File: src/rtl/deglitch_pkg.sv
package deglitch_pkg;

  localparam int          BYTE_W     = 8;
  localparam logic [2:0]  A_EN_BASE  = 3'd0;
  localparam logic [2:0]  A_IV_BASE  = 3'd4;
  localparam logic [2:0]  A_STROBE   = 3'd7;
  localparam int          STB_COMMIT = 0;
  localparam int          STB_FLTCLR = 1;

  // A programmed interval of zero counts as one unit.
  function automatic logic [31:0] eff_interval(input logic [31:0] raw);
    return (raw == 32'd0) ? 32'd1 : raw;
  endfunction

  // Next output of one channel.
  function automatic logic filt_next(input logic en, input logic tick,
                                     input logic clr, input logic cur,
                                     input logic held, input logic prev);
    if (clr || !en)            return cur;
    if (tick && (cur == held)) return cur;
    return prev;
  endfunction

endpackage

File: src/rtl/deglitch_regs.sv
module deglitch_regs
  import deglitch_pkg::*;
#(
  parameter int NCH   = 24,
  parameter int IVL_W = 20
) (
  input  logic             clk,
  input  logic             rst_n,
  input  logic             wr_en,
  input  logic [2:0]       wr_addr,
  input  logic [7:0]       wr_data,
  output logic [NCH-1:0]   en_mask,
  output logic [IVL_W-1:0] act_interval,
  output logic             commit,
  output logic             flt_clr
);

  localparam int NBYTES   = (NCH + BYTE_W - 1) / BYTE_W;
  localparam int IV_BYTES = (IVL_W + BYTE_W - 1) / BYTE_W;

  logic [NCH-1:0]   en_q;
  logic [IVL_W-1:0] stage_q;
  logic [IVL_W-1:0] act_q;
  logic [NCH-1:0]   en_next;
  logic [IVL_W-1:0] stage_next;
  logic             strobe_wr;

  assign strobe_wr = wr_en && (wr_addr == A_STROBE);
  assign commit    = strobe_wr && wr_data[STB_COMMIT];
  assign flt_clr   = strobe_wr && wr_data[STB_FLTCLR];

  // Byte merges: the masks drop bits above the field width (top nibble of the interval).
  always_comb begin
    en_next    = en_q;
    stage_next = stage_q;
    for (int b = 0; b < NBYTES; b++) begin
      if (wr_en && (wr_addr == A_EN_BASE + 3'(b))) begin
        en_next = (en_next & ~NCH'(32'hFF << (b * BYTE_W)))
                | (NCH'(32'(wr_data) << (b * BYTE_W)));
      end
    end
    for (int b = 0; b < IV_BYTES; b++) begin
      if (wr_en && (wr_addr == A_IV_BASE + 3'(b))) begin
        stage_next = (stage_next & ~IVL_W'(32'hFF << (b * BYTE_W)))
                   | (IVL_W'(32'(wr_data) << (b * BYTE_W)));
      end
    end
  end

  always_ff @(posedge clk) begin
    if (!rst_n) begin
      en_q    <= '0;
      stage_q <= '0;
      act_q   <= '0;
    end else begin
      en_q    <= en_next;
      stage_q <= stage_next;
      if (commit) act_q <= stage_q;
    end
  end

  assign en_mask      = en_q;
  assign act_interval = act_q;

  // the active interval moves only on a commit strobe
  p_active_held_r6: assert property (@(posedge clk) disable iff (!rst_n)
    !commit |=> $stable(act_q));

endmodule

File: src/rtl/deglitch_tick.sv
module deglitch_tick
  import deglitch_pkg::*;
#(
  parameter int PRE_DIV = 50,
  parameter int IVL_W   = 20
) (
  input  logic             clk,
  input  logic             rst_n,
  input  logic             restart,
  input  logic [IVL_W-1:0] act_interval,
  output logic             unit_tick,
  output logic             ivl_tick
);

  localparam int PRE_W = (PRE_DIV > 1) ? $clog2(PRE_DIV) : 1;
  localparam logic [PRE_W-1:0] PRE_LAST = PRE_W'(PRE_DIV - 1);

  logic [PRE_W-1:0] pre_q;
  logic [IVL_W-1:0] cnt_q;
  logic [31:0]      eff32;
  logic [31:0]      last32;
  logic [IVL_W-1:0] cnt_last;

  assign eff32     = eff_interval(32'(act_interval));
  assign last32    = eff32 - 32'd1;
  assign cnt_last  = last32[IVL_W-1:0];
  assign unit_tick = (pre_q == PRE_LAST);
  assign ivl_tick  = unit_tick && (cnt_q == cnt_last);

  always_ff @(posedge clk) begin
    if (!rst_n || restart) begin
      pre_q <= '0;
      cnt_q <= '0;
    end else begin
      pre_q <= unit_tick ? '0 : pre_q + 1'b1;
      if (unit_tick) cnt_q <= ivl_tick ? '0 : cnt_q + 1'b1;
    end
  end

  // interval ticks fall only on unit boundaries
  p_tick_on_unit_r9: assert property (@(posedge clk) disable iff (!rst_n)
    ivl_tick |-> unit_tick);

  // counter stays below the effective interval, so a zero interval still ticks
  p_count_bound_r8: assert property (@(posedge clk) disable iff (!rst_n)
    32'(cnt_q) < eff32);

  // a commit restarts the phase, so no tick in the following cycle
  p_no_tick_after_restart_r9: assert property (@(posedge clk) disable iff (!rst_n)
    restart |=> !ivl_tick);

endmodule

File: src/rtl/deglitch_chan.sv
module deglitch_chan
  import deglitch_pkg::*;
(
  input  logic clk,
  input  logic rst_n,
  input  logic pin,
  input  logic en,
  input  logic tick,
  input  logic clr,
  output logic q
);

  logic sync1_q, sync2_q, held_q, out_q;

  always_ff @(posedge clk) begin
    if (!rst_n) begin
      sync1_q <= 1'b0;
      sync2_q <= 1'b0;
      held_q  <= 1'b0;
      out_q   <= 1'b0;
    end else begin
      sync1_q <= pin;
      sync2_q <= sync1_q;
      if (clr || !en || tick) held_q <= sync2_q;
      out_q <= filt_next(en, tick, clr, sync2_q, held_q, out_q);
    end
  end

  assign q = out_q;

  // a filtered output is still between ticks
  p_hold_between_ticks_r3: assert property (@(posedge clk) disable iff (!rst_n)
    (en && !tick && !clr) |=> $stable(out_q));

  // a tick with disagreeing samples leaves the output alone
  p_need_agreement_r3: assert property (@(posedge clk) disable iff (!rst_n)
    (en && tick && !clr && (sync2_q != held_q)) |=> $stable(out_q));

  // the clear strobe aligns the output with the synchroniser
  p_clear_loads_r7: assert property (@(posedge clk) disable iff (!rst_n)
    clr |=> (out_q == $past(sync2_q)));

endmodule

File: src/rtl/deglitch_bank.sv
module deglitch_bank
  import deglitch_pkg::*;
#(
  parameter int NCH     = 24,
  parameter int IVL_W   = 20,
  parameter int PRE_DIV = 50
) (
  input  logic           clk,
  input  logic           rst_n,
  input  logic           wr_en,
  input  logic [2:0]     wr_addr,
  input  logic [7:0]     wr_data,
  input  logic [NCH-1:0] pins_in,
  output logic [NCH-1:0] pins_out
);

  logic [NCH-1:0]   en_mask;
  logic [IVL_W-1:0] act_interval;
  logic             commit;
  logic             flt_clr;
  logic             unit_tick;
  logic             ivl_tick;

  deglitch_regs #(.NCH(NCH), .IVL_W(IVL_W)) u_regs (
    .clk          (clk),
    .rst_n        (rst_n),
    .wr_en        (wr_en),
    .wr_addr      (wr_addr),
    .wr_data      (wr_data),
    .en_mask      (en_mask),
    .act_interval (act_interval),
    .commit       (commit),
    .flt_clr      (flt_clr)
  );

  deglitch_tick #(.PRE_DIV(PRE_DIV), .IVL_W(IVL_W)) u_tick (
    .clk          (clk),
    .rst_n        (rst_n),
    .restart      (commit),
    .act_interval (act_interval),
    .unit_tick    (unit_tick),
    .ivl_tick     (ivl_tick)
  );

  for (genvar c = 0; c < NCH; c++) begin : g_ch
    deglitch_chan u_ch (
      .clk   (clk),
      .rst_n (rst_n),
      .pin   (pins_in[c]),
      .en    (en_mask[c]),
      .tick  (ivl_tick),
      .clr   (flt_clr),
      .q     (pins_out[c])
    );
  end

  // every filtered output bit is frozen between interval ticks
  p_bank_frozen_r3: assert property (@(posedge clk) disable iff (!rst_n)
    (!ivl_tick && !flt_clr) |=> (($past(pins_out) ^ pins_out) & $past(en_mask)) == '0);

endmodule

File: config.mk
export PLATFORM = sky130hd
export DESIGN_NAME = deglitch_bank
export DESIGN_NICKNAME = d
export VERILOG_FILES = /design/src/rtl/deglitch_pkg.sv /design/src/rtl/deglitch_regs.sv /design/src/rtl/deglitch_tick.sv /design/src/rtl/deglitch_chan.sv /design/src/rtl/deglitch_bank.sv
export SDC_FILE = /design/constraint.sdc
export NUM_CORES = 1
export LEC_CHECK = 0
export BUFFER_PORTS_ARGS = -buffer_cell sky130_fd_sc_hd__buf_2
export CORE_UTILIZATION = 45
export DETAILED_ROUTE_END_ITERATION = 8
export HOLD_SLACK_MARGIN = 0.03
export MAX_ROUTING_LAYER = met4
export PLACE_DENSITY_LB_ADDON = 0.15
export SLEW_MARGIN = 20
export SYNTH_ARGS = -nofsm -noshare
export SYNTH_HDL_FRONTEND = slang
export SYNTH_SLANG_ARGS = --single-unit
File: constraint.sdc
create_clock -name clk -period 4.09 [get_ports clk]
set_input_delay 0.6135 -clock clk [delete_from_list [all_inputs] [get_ports clk]]
set_output_delay 0.6135 -clock clk [all_outputs]
set_load 0.01 [all_outputs]
==> key figures, run 1 <==
Setup path
  – Critical Path Sink Type: register
  – Critical path fanouts, max: 64
  – FF-to-FF End: g_ch[15].u_ch.q
  – Crit path required time: around 4.4 ns
  – Cell Chain, Critical Path: or4_4, nor4_4, and3_1, a21oi_1, ha_1, or3b_2, nor3_2, mux2_2, a22oi_1, a22o_1, nor4_4, buf_12, nor2_1, o31a_1
  – CP Launch Type: register
  – CP arrival: just over 4 ns
  – Reg2reg start: u_regs.act_interval[15]
  – CP peak stage delay: roughly 0.57 ns
  – R2R setup slack: 0.27 ns
  – Critical path type: register to register
  – CP dominant cell by count: nor4_4
  – Critical path's slowest cell: or4_4
  – Worst R2R Path Depth: 14
  – Critical Path Start: u_regs.act_interval[15]

Global routing
  – Vias in the first global route: approximately 5700
  – GR peak layer: met2
  – Overflow after GRT: 0
  – Largest net degree at the start of global routing: 95
  – Global-route wire length before repair: about 29000 µm
  – Met2 Usage GRT: 0.3126
  – GRT Total Usage: 0.2041
  – GR Util met1: 0.2688
  – Initial antenna violation count: 0
  – Met3 Track Usage GR: 0.04010

Clock tree
  – H-tree levels: 4
  – Number of post-CTS setup repair buffers: 0
  – Clock tree root driver cell: clkbuf_16
  – Hold-fix buffers, CTS: 0
  – CTS clk-pin slew, worst paths: around 0.07 ns
  – Resize count post-CTS: 0
  – Clock Sinks: ~190
  – CTS tree: yes
  – Inserted Clock Buffers: 17
  – Max clock buf depth: 2
  – Worst skew pair latency: roughly 0.43 ns

Place
  – GPL Wtd Cong: slightly above 0.8
  – Port bufs: slightly above 60
  – Post-DP HPWL: between 10000 and 15000 µm

Worst hold path
  – Hold Startpoint: pins_in[4]
  – Hold Path Stages: 2
  – Hold Crit Endpoint: g_ch[4].u_ch.sync1_q
  – Hold Crit Class: primary input to register

Synthesis
  – Syn Std Cell Area: approximately 8000 µm²
  – Synth cell types: 56
  – Post-Syn Instances: roughly 970
  – Mapped Avg Cell Area: 8.523 µm²
  – Synth warn: 0
  – Main synth FF type: dfxtp_1
  – Synthesized net count: between 1000 and 1500
  – Number of synthesized flops with an enable pin: 0
  – Async SR Flop Fraction: 0
  – Flops & latches, synth: 186
  – Sequential area share after synthesis: 0.4523

STA
  – Worst Tran Pin Value: ~1.0 ns
  – Setup TNS: 0 ns
  – RSZ-0062 raised after global routing: false
  – Hold Vio Cnt, Final: 0
  – Final worst-path cycle share: 0.9335
  – Slew Viols, Final: 0
  – Rel. slew slack: 0.3007
  – Clock skew: 0.009482 ns
  – Final min period: about 3.8 ns
  – Hold Slack: roughly 0.38 ns
  – Max Fclk: approximately 260 MHz
  – Final setup fails: 0

Routing
  – Violation count after the first detailed-route iteration: between 300 and 400
  – DRC Markers: 0
  – Initial DRT Pass Iterations: 5
  – Wirelength, routed: 17770 µm
  – DR vias/cell: roughly 5.2
  – Routed WL per cell: 14.37 µm
  – Post-route ant nets: 0
  – DR vias: 6485

Cells and area
  – Most frequent cells in the layout: dfxtp_1, nand2_1, a21oi_1, buf_2, nor2_1
  – # diodes: 0
  – # nets final: between 1000 and 1500
  – Most common cell after layout, fill and taps aside: dfxtp_1
  – Proportion of layout cells with a drive suffix above 1: 0.1508
  – Area grow syn2layout: 11.28%

Power and ir drop
  – Seq pwr share: 0.519
  – Int Pwr: between 0.002 and 0.003 W
  – Leak pwr: around 3.5 nW
  – Sw frac: 0.2442
  – Combinational power share: 0.046
  – Worst vdd ir: between 200 and 300 µV
  – NetSw: a little under 0.0009 W
  – PwrDens: a little under 400 nW/µm²
  – Clock power frac: 0.435

Outcome
  – Status: finished clean

Floorplanning
  – Die area: 18840 µm²
  – Starting density of the core: 0.4583
  – Die Ht: between 100 and 150 µm
  – I/O pin total: 62
  – Core ar.: approximately 18000 µm²
  – Die X-Extent: around 140 µm
  – Row count: just under 50

Flow run
  – Max Cap Violations: 0
## per-layer routing
layer / vias to the layer above / share of wire
met5: - / 0
met4: 0 / 0.015
met3: 21 / 0.030
met2: 106 / 0.46
met1: 2983 / 0.49
li1: 3375 / -
## synthesized netlist by cell type, types with 15 or more instances
master | count | area (µm²)
dfxtp_1 | 186 | 3724
inv_1 | 18 | 67.56
buf_4 | 25 | 187.7
o21ai_0 | 50 | 250.2
and3_1 | 22 | 137.6
xor2_1 | 23 | 201.4
nand3_1 | 40 | 200.2
clkbuf_1 | 34 | 127.6
o31a_1 | 15 | 131.4
a21oi_1 | 74 | 370.4
nor2_1 | 58 | 217.7
or3b_2 | 21 | 183.9
nand2_1 | 168 | 630.6
xnor2_1 | 23 | 201.4
and2_1 | 52 | 325.3
## power by group through the flow
stage               clock network (W)  registers (W)  logic, W
floorplan                           0        0.00192  0.000123
global placement                    0        0.00193  0.000168
detailed placement                  0        0.00193  0.000170
CTS                           0.00163        0.00189  0.000171
global route                  0.00171        0.00189  0.000191
finish                        0.00158        0.00189  0.000168
## worst max-delay path, delay by kind of cell (launching register included)
family,cells,cell delay (ns)
adders and majority gates,1,0.22
AOI/OAI and AO/OA,4,0.74
and+or+nand+nor,7,1.83
buffers and inverters,1,0.27
muxes,1,0.22
DFF,1,0.36
## worst max-delay path by stage
| stage | slack, ns | depth (start not counted) | end |
|---|---|---|---|
| after floorplan | 0.34 | 16 | u_tick.cnt_q[10] |
| after detailed placement | 0.26 | 14 | g_ch[11].u_ch.q |
| after CTS | 0.24 | 14 | g_ch[9].u_ch.q |
| final | 0.27 | 14 | g_ch[15].u_ch.q |
| after global routing | 0.009 | 15 | g_ch[15].u_ch.q |
| after global placement | 0.30 | 14 | g_ch[0].u_ch.q |
## layout make-up
type | count | area [µm²]
fill | 1757 | 8802
inverter | 18 | 67.56
tap | 229 | 286.5
sequential | 186 | 3724
multi-input combinational | 690 | 4020
clock buffer | 18 | 439.2
clock inverter | 13 | 128.9
timing repair buffer | 83 | 495.5
## logic make-up (layout without fill, tap and decap cells)
group	count (synthesis)	count (layout)	share of synthesized area
buffers and inverters	90	132	0.05942
DFF	186	186	0.4523
adders and majority gates	4	4	0.006079
xor gates and xnor gates	46	46	0.04894
AOI/OAI and AO/OA	199	199	0.1492
muxes	15	15	0.01839
and+or+nand+nor	426	426	0.2657
## metrics by stage
stage          worst slack [ns]  std cells  power [W]  instance area, µm²  utilization
2_1_floorplan            0.3440        966   0.002041                8233            -
3_3_place_gp             0.3013       1206   0.002095                8593       0.4784
3_5_place_dp             0.2585       1206   0.002097                8593       0.4784
4_1_cts                  0.2419       1237   0.003683                9161       0.5100
5_1_grt                0.008670       1237   0.003795                9161       0.5100
6_report                 0.2721       1237   0.003633                9161       0.5100
## state kept, by name, indices dropped and copies added, names as in the netlist
signal,flops
g_ch.u_ch.q,24
g_ch.u_ch.sync2_q,24
g_ch.u_ch.sync1_q,24
u_regs.act_interval,20
u_tick.pre_q,6
u_tick.cnt_q,20
u_regs.stage_q,20
g_ch.u_ch.held_q,24
u_regs.en_mask,24
Note: power is estimated with default switching activity, not from simulation.
==> inputs of run 2 (changes only) <==
CORE_ASPECT_RATIO = 0.5   (was default)
==> key figures, run 2 (synthesis results as in run 1) <==
Global routing
  – Global-route wire length before repair: 31660 µm (+8.6%)
  – Overflow after GRT: 0 (unchanged)
  – GRT Total Usage: 0.2137 (+0.009548)
  – Vias in the first global route: 6236 (+8.6%)
  – Largest net degree at the start of global routing: 83 (-13%)
  – Initial antenna violation count: 0 (unchanged)

STA
  – Worst Tran Pin Value: 0.9202 ns (-0.1207 ns)
  – Final worst-path cycle share: 0.9566 (+0.02311)
  – Rel. slew slack: 0.3818 (+0.08109)
  – Hold Slack: 0.3771 ns (-0.003692 ns)
  – Clock skew: 0.01293 ns (+0.003451 ns)
  – Hold Vio Cnt, Final: 0 (unchanged)
  – Max Fclk: 255.6 MHz (-2.4%)
  – Final min period: 3.912 ns (+0.09450 ns)
  – Final setup fails: 0 (unchanged)
  – Slew Viols, Final: 0 (unchanged)

Clock tree
  – Worst skew pair latency: 0.44 ns (about the same)
  – CTS tree: yes
  – Clock tree root driver cell: clkbuf_16
  – Clock Sinks: 186 (unchanged)
  – H-tree levels: 4 (unchanged)
  – Inserted Clock Buffers: 17 (unchanged)
  – CTS clk-pin slew, worst paths: 0.08 ns (about the same)
  – Max clock buf depth: 2 (unchanged)
  – Hold-fix buffers, CTS: 0 (unchanged)

Cells and area
  – Proportion of layout cells with a drive suffix above 1: 0.1663 (+0.01555)
  – Multi-input gate area: 4035 µm² (+0.37%)
  – Most frequent cells in the layout: dfxtp_1, nand2_1, a21oi_1, buf_2, nor2_1
  – # nets final: 1051 (+1.3%)
  – Area grow syn2layout: 14.44%
  – Most common cell after layout, fill and taps aside: dfxtp_1
  – Area taken by flip-flops and latches: 3725 µm² (about the same)
  – Fill cell count: 1617 (-8.0%)
  – # diodes: 0 (unchanged)

Setup path
  – Crit path required time: 4.46 ns (+0.05 ns)
  – Critical Path Sink Type: register
  – CP arrival: 4.28 ns (+0.14 ns)
  – Critical path type: register to register
  – Critical path fanouts, max: 14 (-78%)
  – CP Launch Type: register

Power and ir drop
  – Int Pwr: 0.002930 W (+6.7%)
  – Leak pwr: 3.596 nW (+3.6%)
  – PwrDens: 409.9 nW/µm² (+3.4%)
  – Power, Total: 0.003862 W (+6.3%)
  – Clock power frac: 0.467 (+0.032)
  – Sw frac: 0.2413 (-0.002875)
  – Seq pwr share: 0.488 (-0.031)
  – Worst vdd ir: 315.2 µV (+22%)
  – Combinational power share: 0.045 (about the same)
  – NetSw: 0.0009321 W (+5.1%)

Floorplanning
  – Die X-Extent: 193.3 µm (+41%)
  – Die Ht: 97.65 µm (-29%)
  – Row count: 34 (-31%)
  – Core ar.: 17650 µm² (-1.7%)
  – Starting density of the core: 0.4663 (+0.008023)
  – Die area: 18870 µm² (+0.18%)
  – I/O pin total: 62 (unchanged)

Place
  – GPL Wtd Cong: 0.9121 (+9.7%)
  – Port bufs: 61 (unchanged)
  – Post-DP HPWL: 12660 µm (+5.9%)

Routing
  – Wirelength, routed: 19050 µm (+7.2%)
  – DRC Markers: 0 (unchanged)
  – DR vias/cell: 5.310 (+1.3%)
  – DR vias: 6669 (+2.8%)
  – Routed WL per cell: 15.17 µm (+5.6%)
  – Initial DRT Pass Iterations: 5 (unchanged)
  – Violation count after the first detailed-route iteration: 412 (+12%)
  – Post-route ant nets: 0 (unchanged)

Outcome
  – Status: finished clean

Worst hold path
  – Hold Crit Class: primary input to register

Flow run
  – Max Cap Violations: 0 (unchanged)
==> run 2: cell types whose count changed in the layout (fill, tap and decap cells not counted), moves of 2 or more <==
cell / change
buf_4: +8
buf_12: +3
clkinv_4: -2
bufinv_16: +3
==> run 2: final cells by class <==
| type | instances | share of cell area |
|---|---|---|
| repair buffers | 96 | 0.06919 |
| multi-input cells | 690 | 0.4283 |
| clock buffers | 17 | 0.04515 |
| inverters | 18 | 0.007171 |
| flip-flops and latches | 186 | 0.3954 |
| clock inverters | 15 | 0.02377 |
| well taps | 234 | 0.03108 |
==> run 2: critical path: stages, from the launching register on <==
cell and delay, ns:
dfxtp_1 0.31, or4_4 0.57, nor4_4 0.30, and3_4 0.24, a21oi_1 0.07, ha_1 0.24
nor3b_1 0.17, nand4_1 0.24, buf_4 0.16, nand3_1 0.07, o221ai_1 0.08, a21oi_1 0.12
buf_4 0.18, nor4_4 0.44, buf_4 0.31, and3_1 0.20, o31a_1 0.14
==> run 2: stage by stage <==
stage                     worst slack (ns)  std cells  instance area [µm²]    TNS, ns  utilization
after floorplan                     0.3440        966                 8233          0            -
after global placement              0.1254       1218                 8677          0       0.4915
after detailed placement           0.06855       1218                 8677          0       0.4915
after CTS                          0.02224       1252                 9341          0       0.5291
after global routing             -0.009650       1256                 9422  -0.009650       0.5337
final                               0.1776       1256                 9422          0       0.5337
==> run 2: path summary, 6_finish.rpt <==
| path | start | end | slack, ns | depth (start not counted) |
|---|---|---|---|---|
| hold reg to reg | g_ch[4].u_ch.sync1_q | g_ch[4].u_ch.sync2_q | 0.43 | 1 |
| hold / removal | pins_in[7] | g_ch[7].u_ch.sync1_q | 0.38 | 2 |
| setup / recovery | u_regs.act_interval[14] | g_ch[9].u_ch.q | 0.18 | 16 |
| setup reg to reg | u_regs.act_interval[14] | g_ch[9].u_ch.q | 0.18 | 16 |
==> run 2: layer usage <==
layer  wire [µm]  GRT usage  share of wire
met5           0          -              0
met4         212    0.04923          0.011
met3         685    0.03957          0.036
met2        8334     0.3253           0.44
met1        9820     0.2939           0.52
==> run 2: power groups by stage <==
| stage | sequential [W] | combinational [W] | clock (W) |
|---|---|---|---|
| floorplan | 0.00192 | 0.000123 | 0 |
| global placement | 0.00193 | 0.000170 | 0 |
| detailed placement | 0.00193 | 0.000174 | 0 |
| CTS | 0.00189 | 0.000175 | 0.00184 |
| global route | 0.00189 | 0.000196 | 0.00192 |
| finish | 0.00189 | 0.000174 | 0.00180 |
==> run 2: timing repair <==
action,4_1_cts,5_1_grt
endpoints found under the setup margin,6,68
setup buffers,2,3
cloned,0,1
resized for setup,0,5
pin swaps,2,5
==> inputs of run 3 (changes only) <==
GPL_TIMING_DRIVEN = 0   (was default)
==> key figures, run 3 (synthesis results as in run 1) <==
Setup path
  – CP Launch Type: register
  – Critical Path Sink Type: register
  – Worst path top cell family by delay: simple AND/OR/NAND/NOR gates
  – CP arrival: 4.32 ns (+0.04 ns)
  – Critical path fanouts, max: 8 (-6)
  – R2R setup slack: 0.13 ns (-0.05 ns)
  – Critical path's slowest cell: or4_4
  – Crit path required time: 4.45 ns (about the same)
  – CP peak stage delay: 0.57 ns (about the same)
  – Critical path type: register to register
  – Cell Chain, Critical Path: buf_6, or4_4, nor4_4, and3_4, a21oi_1, ha_2, nor3b_2, nand4_1, xnor2_1, o221ai_1, a21oi_2, buf_4, nor4_4, buf_6, buf_4, or3b_2, a21oi_1
  – Buffer and inverter count on the worst path: 4 (+1)

STA
  – Final setup fails: 0 (unchanged)
  – Final min period: 3.962 ns (+0.04987 ns)
  – Final worst setup slack: 0.1277 ns (-0.04987 ns)
  – Clock skew: 0.01588 ns (+0.002952 ns)
  – Max Fclk: 252.4 MHz (-1.3%)
  – Rel. slew slack: 0.3886 (+0.006758)
  – Slew Viols, Final: 0 (unchanged)
  – Hold Vio Cnt, Final: 0 (unchanged)
  – Worst Tran Pin Value: 0.9101 ns (-0.01006 ns)
  – Final worst-path cycle share: 0.9688 (+0.01219)

Global routing
  – Initial antenna violation count: 0 (unchanged)
  – Vias in the first global route: 6700 (+7.4%)
  – Largest net degree at the start of global routing: 20 (-76%)
  – Global-route wire length before repair: 33870 µm (+7.0%)
  – Overflow after GRT: 0 (unchanged)
  – GRT Total Usage: 0.2338 (+0.02012)

Clock tree
  – Inserted Clock Buffers: 17 (unchanged)
  – Clock Sinks: 186 (unchanged)
  – Clock tree root driver cell: clkbuf_16
  – Max clock buf depth: 2 (unchanged)
  – CTS clk-pin slew, worst paths: 0.08 ns (about the same)
  – H-tree levels: 4 (unchanged)
  – CTS tree: yes
  – Worst skew pair latency: 0.44 ns (about the same)

Flow run
  – Max Cap Violations: 0 (unchanged)

Power and ir drop
  – Int Pwr: 0.002872 W (-2.0%)
  – NetSw: 0.0009496 W (+1.9%)
  – PwrDens: 398.0 nW/µm² (-2.9%)
  – Combinational power share: 0.051 (+0.006)
  – Seq pwr share: 0.494 (+0.006)
  – Worst vdd ir: 294.0 µV (-6.7%)
  – Leak pwr: 3.675 nW (+2.2%)
  – Clock power frac: 0.455 (-0.012)
  – Sw frac: 0.2485 (+0.007147)

Outcome
  – Status: finished clean

Floorplanning
  – Core ar.: 17650 µm² (unchanged)
  – Die area: 18870 µm² (unchanged)
  – Starting density of the core: 0.4663 (unchanged)
  – Row count: 34 (unchanged)
  – Die Ht: 97.65 µm (unchanged)
  – I/O pin total: 62 (unchanged)
  – Die X-Extent: 193.3 µm (unchanged)

Routing
  – Violation count after the first detailed-route iteration: 446 (+8.3%)
  – Routed WL per cell: 16.08 µm (+6.0%)
  – DRC Markers: 0 (unchanged)
  – Initial DRT Pass Iterations: 5 (unchanged)
  – DR vias/cell: 5.424 (+2.1%)
  – Post-route ant nets: 0 (unchanged)
  – DR vias: 7040 (+5.6%)
  – Wirelength, routed: 20880 µm (+9.6%)

Cells and area
  – Most common cell after layout, fill and taps aside: dfxtp_1
  – Fin util: 0.5439 (+0.01021)
  – # diodes: 0 (unchanged)
  – # nets final: 1093 (+4.0%)
  – Most frequent cells in the layout: dfxtp_1, nand2_1, a21oi_1, buf_2, nor2_1
  – Area grow syn2layout: 16.63%
  – Proportion of layout cells with a drive suffix above 1: 0.1729 (+0.006592)

Place
  – Port bufs: 58 (-4.9%)
  – Placement Setup Slack: -0.4462 ns (-0.5148 ns)
  – Post-DP HPWL: 14400 µm (+14%)
  – GPL Wtd Cong: 0.8367 (-8.3%)

Worst hold path
  – Hold Crit Class: primary input to register
==> run 3: power groups by stage <==
stage          clock, W  combinational [W]  sequential, W
6_report        0.00174           0.000194        0.00189
5_1_grt         0.00185           0.000214        0.00189
4_1_cts         0.00176           0.000192        0.00189
3_5_place_dp          0           0.000190        0.00193
3_3_place_gp          0           0.000185        0.00193
2_1_floorplan         0           0.000123        0.00192
==> run 3: per-stage QoR <==
stage | instance area [µm²] | instances | TNS [ns] | hold slack, ns | total power (W)
2_1_floorplan | 8233 | 966 | 0 | 0.4119 | 0.002041
3_3_place_gp | 8816 | 1258 | -13.80 | 0.4152 | 0.002112
3_5_place_dp | 8821 | 1258 | -17.25 | 0.4185 | 0.002119
4_1_cts | 9538 | 1294 | 0 | 0.3566 | 0.003843
5_1_grt | 9602 | 1298 | -0.02856 | 0.3574 | 0.003956
6_report | 9602 | 1298 | 0 | 0.3735 | 0.003822
==> run 3: final timing paths <==
path	from	to	depth (start not counted)
worst max-delay path	u_regs.act_interval[14]	g_ch[7].u_ch.held_q	17
worst min-delay path	pins_in[8]	g_ch[8].u_ch.sync1_q	2
worst max register to register	u_regs.act_interval[14]	g_ch[7].u_ch.held_q	17
worst min register to register	g_ch[22].u_ch.sync1_q	g_ch[22].u_ch.sync2_q	1
==> run 3: worst register-to-register path, delay by kind of cell, from the launching register on <==
family	cells	cell delay, ns
simple gates	7	1.97
fa+ha+maj	1	0.21
flops	1	0.31
xor+xnor	1	0.15
buf+inv	4	0.61
compound gates	4	0.64
==> run 3: what timing repair did <==
item | in CTS | in global routing
endpoints found under the setup margin | 68 | 59
pin swaps | 5 | 9
resized for setup | 14 | 8
hold buffers | 0 | 0
setup buffers | 5 | 5
==> run 3: cell type report <==
type / count / area [µm²]
fillers: 1627 / 8053
multi-input cells: 690 / 4068
flip-flops and latches: 186 / 3724
plain buffers: 70 / 442.9
clock buffers: 17 / 425.4
repair buffers: 68 / 385.4
well taps: 234 / 292.8
clock inverters: 15 / 196.4
inverters: 18 / 67.56
==> run 3: metal layers <==
metal | part of all wire | vias to the layer above | global-route usage
met1 | 0.48 | 3327 | 0.2991
met2 | 0.45 | 187 | 0.3754
met5 | 0 | - | -
li1 | - | 3488 | -
met3 | 0.048 | 38 | 0.04131
met4 | 0.019 | 0 | 0.07754
